<file path="src/rtl/hpte_pkg.sv">
package hpte_pkg;
    localparam int WORD_W    = 64;
    localparam int IDX_W     = 3;
    localparam int SHIFT_W   = 6;
    localparam int PENC_W    = 8;
    localparam int NUM_SIZES = 6;
    localparam int VA_DROP   = 23;
    localparam int AVPN_POS  = 7;
    localparam int LARGE_BIT = 2;
    localparam int PENC_POS  = 12;
    localparam logic [WORD_W-1:0] AVPN_FIELD = 64'h3FFF_FFFF_FFFF_FF80;
    localparam logic [WORD_W-1:0] RPN_FIELD  = 64'h3FFF_FFFF_FFFF_F000;

    typedef struct packed {
        logic [SHIFT_W-1:0] shift;
        logic [PENC_W-1:0]  penc;
        logic [WORD_W-1:0]  mask;
    } desc_t;

    typedef struct packed {
        logic              valid;
        logic              err;
        logic [WORD_W-1:0] v;
        logic [WORD_W-1:0] r;
    } out_t;
endpackage

</file>
<file path="src/rtl/hpte_desc_table.sv">
module hpte_desc_table
    import hpte_pkg::*;
#(
    parameter int NUM = NUM_SIZES
) (
    input  logic             clk,
    input  logic             rst,
    input  logic             we,
    input  logic [IDX_W-1:0] widx,
    input  desc_t            wdesc,
    input  logic [IDX_W-1:0] ridx,
    output desc_t            rdesc
);
    desc_t ent_q [NUM];

    for (genvar g = 0; g < NUM; g++) begin : g_ent
        desc_t ent_d;
        always_comb begin
            ent_d = ent_q[g];
            if (we && widx == IDX_W'(g)) begin
                ent_d = wdesc;
            end
        end
        always_ff @(posedge clk) begin
            if (rst) begin
                ent_q[g] <= '0;
            end else begin
                ent_q[g] <= ent_d;
            end
        end
    end

    always_comb begin
        rdesc = '0;
        for (int i = 0; i < NUM; i++) begin
            if (ridx == IDX_W'(i)) begin
                rdesc = ent_q[i];
            end
        end
    end
endmodule

</file>
<file path="src/rtl/hpte_word_build.sv">
module hpte_word_build
    import hpte_pkg::*;
(
    input  logic [WORD_W-1:0] va,
    input  logic [WORD_W-1:0] pa,
    input  logic [IDX_W-1:0]  psize,
    input  desc_t             desc,
    output logic              supported,
    output logic [WORD_W-1:0] v,
    output logic [WORD_W-1:0] r
);
    logic [WORD_W-1:0] abbrev;
    logic [WORD_W-1:0] keep;
    logic              base;

    always_comb begin
        base      = (psize == '0);
        supported = (desc.shift != '0);
        abbrev    = (va >> VA_DROP) & ~desc.mask;
        v         = abbrev << AVPN_POS;
        if (!base) begin
            v[LARGE_BIT] = 1'b1;
        end
        keep = ~((WORD_W'(1) << desc.shift) - WORD_W'(1));
        if (base) begin
            r = pa & RPN_FIELD;
        end else begin
            r = (pa & keep) | (WORD_W'(desc.penc) << PENC_POS);
        end
    end
endmodule

</file>
<file path="src/rtl/hpte_avpn_match.sv">
module hpte_avpn_match
    import hpte_pkg::*;
(
    input  logic [WORD_W-1:0] a,
    input  logic [WORD_W-1:0] b,
    output logic              match
);
    always_comb begin
        match = ((a ^ b) & AVPN_FIELD) == '0;
    end
endmodule

</file>
<file path="src/rtl/hpte_encoder.sv">
module hpte_encoder
    import hpte_pkg::*;
(
    input  logic              clk,
    input  logic              rst,
    input  logic              cfg_we,
    input  logic [IDX_W-1:0]  cfg_idx,
    input  logic [SHIFT_W-1:0] cfg_shift,
    input  logic [PENC_W-1:0] cfg_penc,
    input  logic [WORD_W-1:0] cfg_mask,
    input  logic              in_valid,
    input  logic [WORD_W-1:0] in_va,
    input  logic [WORD_W-1:0] in_pa,
    input  logic [IDX_W-1:0]  in_psize,
    output logic              out_valid,
    output logic              out_err,
    output logic [WORD_W-1:0] out_v,
    output logic [WORD_W-1:0] out_r,
    input  logic [WORD_W-1:0] cmp_a,
    input  logic [WORD_W-1:0] cmp_b,
    output logic              cmp_match
);
    desc_t             wdesc;
    desc_t             rdesc;
    logic              supported;
    logic [WORD_W-1:0] v_w;
    logic [WORD_W-1:0] r_w;
    out_t              st_d;
    out_t              st_q;

    assign wdesc = '{shift: cfg_shift, penc: cfg_penc, mask: cfg_mask};

    hpte_desc_table #(.NUM(NUM_SIZES)) u_table (
        .clk   (clk),
        .rst   (rst),
        .we    (cfg_we),
        .widx  (cfg_idx),
        .wdesc (wdesc),
        .ridx  (in_psize),
        .rdesc (rdesc)
    );

    hpte_word_build u_build (
        .va        (in_va),
        .pa        (in_pa),
        .psize     (in_psize),
        .desc      (rdesc),
        .supported (supported),
        .v         (v_w),
        .r         (r_w)
    );

    hpte_avpn_match u_match (
        .a     (cmp_a),
        .b     (cmp_b),
        .match (cmp_match)
    );

    always_comb begin
        st_d = '0;
        if (in_valid) begin
            if (supported) begin
                st_d.valid = 1'b1;
                st_d.v     = v_w;
                st_d.r     = r_w;
            end else begin
                st_d.err = 1'b1;
            end
        end
    end

    always_ff @(posedge clk) begin
        if (rst) begin
            st_q <= '0;
        end else begin
            st_q <= st_d;
        end
    end

    assign out_valid = st_q.valid;
    assign out_err   = st_q.err;
    assign out_v     = st_q.v;
    assign out_r     = st_q.r;
endmodule

</file>
<file path="config.mk">
export PLATFORM = sky130hd
export DESIGN_NAME = hpte_encoder
export DESIGN_NICKNAME = d
export VERILOG_FILES = /design/src/rtl/hpte_pkg.sv /design/src/rtl/hpte_desc_table.sv /design/src/rtl/hpte_word_build.sv /design/src/rtl/hpte_avpn_match.sv /design/src/rtl/hpte_encoder.sv
export SDC_FILE = /design/constraint.sdc
export NUM_CORES = 1
export LEC_CHECK = 0
export BUFFER_PORTS_ARGS = -buffer_cell sky130_fd_sc_hd__buf_2
export CORE_MARGIN = 2
export CORE_UTILIZATION = 35
export DETAILED_ROUTE_END_ITERATION = 10
export PLACE_DENSITY = 0.57
export SYNTH_ARGS = -nofsm -noshare
export SYNTH_HDL_FRONTEND = slang
export SYNTH_SLANG_ARGS = --single-unit
</file>
<file path="constraint.sdc">
create_clock -name clk -period 5.5 [get_ports clk]
set_clock_uncertainty 0.15 [all_clocks]
set_input_delay 1.1 -clock clk [delete_from_list [all_inputs] [get_ports clk]]
set_output_delay 1.1 -clock clk [all_outputs]
set_load 0.1 [all_outputs]
</file>
Word-level counts from Yosys, hierarchy flattened. Memory sizes are Yosys's and may differ from the RTL's. Cells that the tools add are included.

Flip-flop bits (word level): 130. Latch bits: 0. Memory bits (writable): 468. ROM bits: 0. Bits of input ports: 344. Output and inout port bits: 131. Memories kept: 1.

Memories: u_table.ent_q (depth 6, width 78, rd ports 6, clocked after memory_dff 0, wr ports 6, line hpte_desc_table.sv:14) `desc_t ent_q [NUM];`.

$add $sub $neg: 1. Multipliers: 0. Divide/modulo/power cells: 0. Order comparisons: 0. Eq/ne operators: 10. Shift operators: 1. Mux-type cells: 25. Bitwise logic cells: 14. Reductions and logical operators: 13.

Operators by type and width (count): 2-to-1 mux 78 bit (18); AND 64 bit (1); logical NOT 64 bit (1); inverter 64 bit (1); OR 64 x 20 -> 64 bit (1); left shift 1 x 6 -> 64 bit, first input constant (1); subtractor 64 x 2 -> 64 bit, second input constant (1); 2-to-1 mux 62 bit (1); XOR 62 bit (1); AND 41 x 57 -> 57 bit (1); inverter 57 bit (1); == test 3 x 2 -> 1 bit, second input constant (4); == test 3 bit, second input constant (4); == test 3 x 1 -> 1 bit, second input constant (2); logical AND 1 bit (6); logical NOT 3 bit (2); 2-to-1 mux 1 bit (6); OR 1 bit (6); nonzero test 6 bit (1); OR reduction 4 bit (1); OR reduction 3 bit (1); inverter 1 bit (2); OR reduction 2 bit (1).

Longest topological paths before layout.
Word-level depth: 13. Gate-level depth with buffers: 15. Gate-level depth less buffers: 11.

Modules after synthesis. From an unflattened synthesis, not the netlist that was laid out.

Cell total of the unflattened synthesis: 3238. Area, all modules: 26994.6 um2.

Modules (own cells, without submodules): hpte_desc_table (instances 1, cells each 2496, area an instance 19956.6 um2, seq. area each 9369.0 um2); hpte_encoder (instances 1, cells each 302, area an instance 4196.5 um2, seq. area each 2602.5 um2); hpte_word_build (instances 1, cells each 366, area an instance 2238.4 um2, seq. area each 0.0 um2); hpte_avpn_match (instances 1, cells each 74, area an instance 603.1 um2, seq. area each 0.0 um2).

Worst setup path before layout. Ideal clock, no wire load.

Path kind: in2out. Start point: in cmp_b[42]. End point: out cmp_match. Arrival time: 4.636 ns. Required time: 4.250 ns. Path slack: -0.386 ns. Stages: 5. Buffers on the path: 0. Cells stage by stage: xnor2_1 nand4_1 nor4_1 nand4_1 nor4_1.

Cells in the longest elaborated chain, start to end: 2.

RTL lines: from (decl) (line hpte_encoder.sv:20) `input logic [WORD_W-1:0] cmp_b,`; XOR 62 bit (line hpte_avpn_match.sv:9) `match = ((a ^ b) & AVPN_FIELD) == '0;`; logical NOT 64 bit (line hpte_avpn_match.sv:9); to (decl) (line hpte_encoder.sv:21) `output logic cmp_match`.

Every way passes these cells.

Worst setup path after layout. Same ends and word-level chain as after synthesis.

==> qor.txt <==
Critical path capture point type -> primary output
Crit path time final -> 4.19 ns
Hold Path Depth -> 2
Initial cell density of the core -> 35.3%
RR Endpoint -> out_r[32]$_SDFF_PP0_
CTS tree -> built
RePlAce Congestion -> 0.904
Fmax -> 238 MHz
Worst EP arrival -> 2.94 ns
First-pass detailed-route iteration total -> 6
Drt drc -> 0
Final Max Slew Viols -> 0
Num CTS Buffers -> 47
Post-synth EDFFs -> 0
Register-to-Register Path Depth -> 13
FF+latch count, synth -> 430
Vias/cell -> 5.23
Post-DP HPWL -> 42900 um
Asr flop ratio synth -> 0%
RSZ-0062 raised after global routing -> false
Nets -> 3054
Status -> finished clean
Startpoint Class -> input port
Reg2Reg Setup Slack -> 2.21 ns
Deepest clock path buffer count -> 3
IO buf count -> 387
Most common cell in the netlist -> nand2_1
Num rows -> 84
Final TNS setup -> 0 ns
P per Cell Area -> 342 mW/mm^2
Synth cell count leaders -> 752 x nand2_1, 430 x dfxtp_1, 427 x a21oi_1
Clk Latency, worst-skew pair -> 0.59 ns
Avg WL per Cell -> 19.5 um
Synth top area share -> 46.6%
Post-CTS setup buffer count -> 0
Cts-stage hold buffer count -> 0
Synthesized area -> 0.0185 mm^2
Worst-Margin Slew -> 1.21 ns
Final core occ -> 43.0%
Final Setup Violations -> 0
LEAKAGE -> 0.00875 uW
Hold path start -> u_table.ent_q[0][76]$_SDFFE_PP0P_
Seq/Total Area, Yosys -> 46.6%
Initial antenna violation count -> 5
Global-route wire length before repair -> 100000 um
Cells after Synth -> 2420
Io pins -> 475
Chip width -> 234 um
Drt total wl -> 67200 um
Area delta synth->final -> 21.8%
Post-synthesis average cell area -> 7.64 um^2
Die height -> 234 um
Worst path bufs/invs -> 2
Post-cts resize count -> 0
DR iter-0 viols -> 1537
WS Path Type -> in -> out
Final worst-path cycle share -> 76.3%
Top post-synthesis cells by area -> dfxtp_1 47%, nand2_1 15%, a21oi_1 12%, mux2i_1 4.1%, clkbuf_1 3.0%
CP Cell Sequence -> buf_2 > xnor2_1 > nand4_1 > nor4_1 > nand4_1 > nor4_2 > buf_2
WP data required -> 4.25 ns
Most used DFF post-synth -> dfxtp_1
Layout cell share with drive strength beyond 1 -> 19.7%
GR Overflow Total -> 0
CORE AREA -> 0.0523 mm^2
Max H-tree Level -> 2
Via count -> 17986
Vias in the first global route -> 16974
Crit-path max FO -> 1
Total track usage -> 23.7%
Critical path's largest stage delay -> 0.47 ns
Crit Reg-Reg Startpoint -> u_table.ent_q[5][75]$_SDFFE_PP0P_
Hold Path Sink -> u_table.ent_q[0][76]$_SDFFE_PP0P_
CTS Sinks -> 430
Worst hold path class -> reg -> reg
Pin count of the biggest net entering global routing -> 122
Maximum VDD drop -> 0.000191 V
Synth Warn # -> 0
Worst relative slew slack -> 19.1%
Synth area leader -> dfxtp_1
Fin. Hold Viols -> 0
Final ANT Viol Nets -> 0
CP max-delay cell -> nor4_1
Die ar. -> 0.0547 mm^2
Root Buffer -> clkbuf_16
Worst-path clk slew -> 0.06 ns
Library cells used by synthesis -> 69
Top delay family on crit path -> simple AND/OR/NAND/NOR gates
Max Cap Viol -> 0
placed cells by master (no fill, tap or decap), drive strengths merged, types with 4 or more instances in the layout:
| master | n |
|---|---|
| and2 | 9 |
| conb | 23 |
| and3 | 19 |
| nand4 | 12 |
| o31ai | 5 |
| a31oi | 8 |
| buf | 421 |
| clkinv | 11 |
| nand2b | 5 |
| clkbuf | 68 |
| bufinv | 7 |
| inv | 11 |
| o21ai | 34 |
| nor4 | 16 |
| a21oi | 429 |
| nand2 | 754 |
| xor2 | 28 |
| nand3 | 40 |
| mux2i | 76 |
| a22oi | 39 |
| diode | 4 |
| nor3 | 59 |
| dfxtp | 430 |
| nor2 | 133 |
| a211oi | 6 |
| o22ai | 18 |
| xnor2 | 33 |
where the power goes:
group / internal [uW] / total [uW] / switching [uW]
sequential: 3200 / 3230 / 33.9
clock: 2080 / 3430 / 1350
combinational: 259 / 1050 / 792
total: 5530 / 7710 / 2180
per-stage QoR:
step | setup WS [ns] | hold WS (ns) | total power (uW) | cells | area (um^2)
2_1_floorplan | 0.772 | 0.283 | 4010 | 2442 | 18600
3_5_place_dp | 0.886 | 0.296 | 4340 | 3348 | 20800
4_1_cts | 1.33 | 0.304 | 7770 | 3436 | 22500
5_1_grt | 1.23 | 0.316 | 7980 | 3437 | 22500
6_report | 1.31 | 0.302 | 7710 | 3440 | 22500
3_3_place_gp | 0.878 | 0.289 | 4330 | 3348 | 20800
sequential cells by signal, summed over array words and instances (netlist names):
name / count
out_valid: 1
u_table.ent_q: 322
out_v: 42
out_err: 1
out_r: 64
final cells by class:
class / count / area [um^2]
clock buffer: 68 / 1380
clock inverter: 20 / 320
antenna: 4 / 10.0
inverter: 11 / 41.3
sequential: 430 / 8610
timing repair buffer: 421 / 2210
multi-input combinational: 1798 / 9090
fill: 5339 / 29800
tap: 688 / 861
worst max-delay path by stage:
stage	startpoint	to	depth (start not counted)
after floorplan	cmp_b[42]	cmp_match	5
after global placement	in_psize[0]	out_r[32]$_SDFF_PP0_	11
after detailed placement	in_psize[0]	out_r[32]$_SDFF_PP0_	11
after CTS	cmp_b[42]	cmp_match	7
after global routing	cmp_b[42]	cmp_match	7
final	cmp_b[42]	cmp_match	7
routing by layer:
metal	global-route usage, %	part of all wire [%]	vias to the layer above
met5	0	0.019	-
met4	7.14	2.5	2
met3	4.35	7.0	120
met2	39.2	47	650
met1	31.5	44	8546
li1	-	-	8668
worst register-to-register path, cell delays in order (launching register included):
cell	delay [ns]
dfxtp_1	0.32
mux4_2	0.48
nand2_2	0.11
o21ai_2	0.06
buf_4	0.22
nor2_1	0.12
buf_4	0.17
nand3_1	0.11
ha_1	0.25
buf_4	0.24
o31ai_2	0.22
nor2_1	0.18
xnor2_1	0.30
a21oi_1	0.17
logic make-up after synthesis:
logic type               Yosys count  synth area share (%)
AO/OA/AOI/OAI                    576                  17.6
XOR/XNOR                          61                  2.89
adder cells (fa/ha/maj)            1                0.0677
buffers and inverters            214                  5.06
flip-flops                       430                  46.6
multiplexers                      80                  4.48
other                              1                0.0203
AND/OR/NAND/NOR                 1057                  23.3
Power figures use the tool's default switching activity.
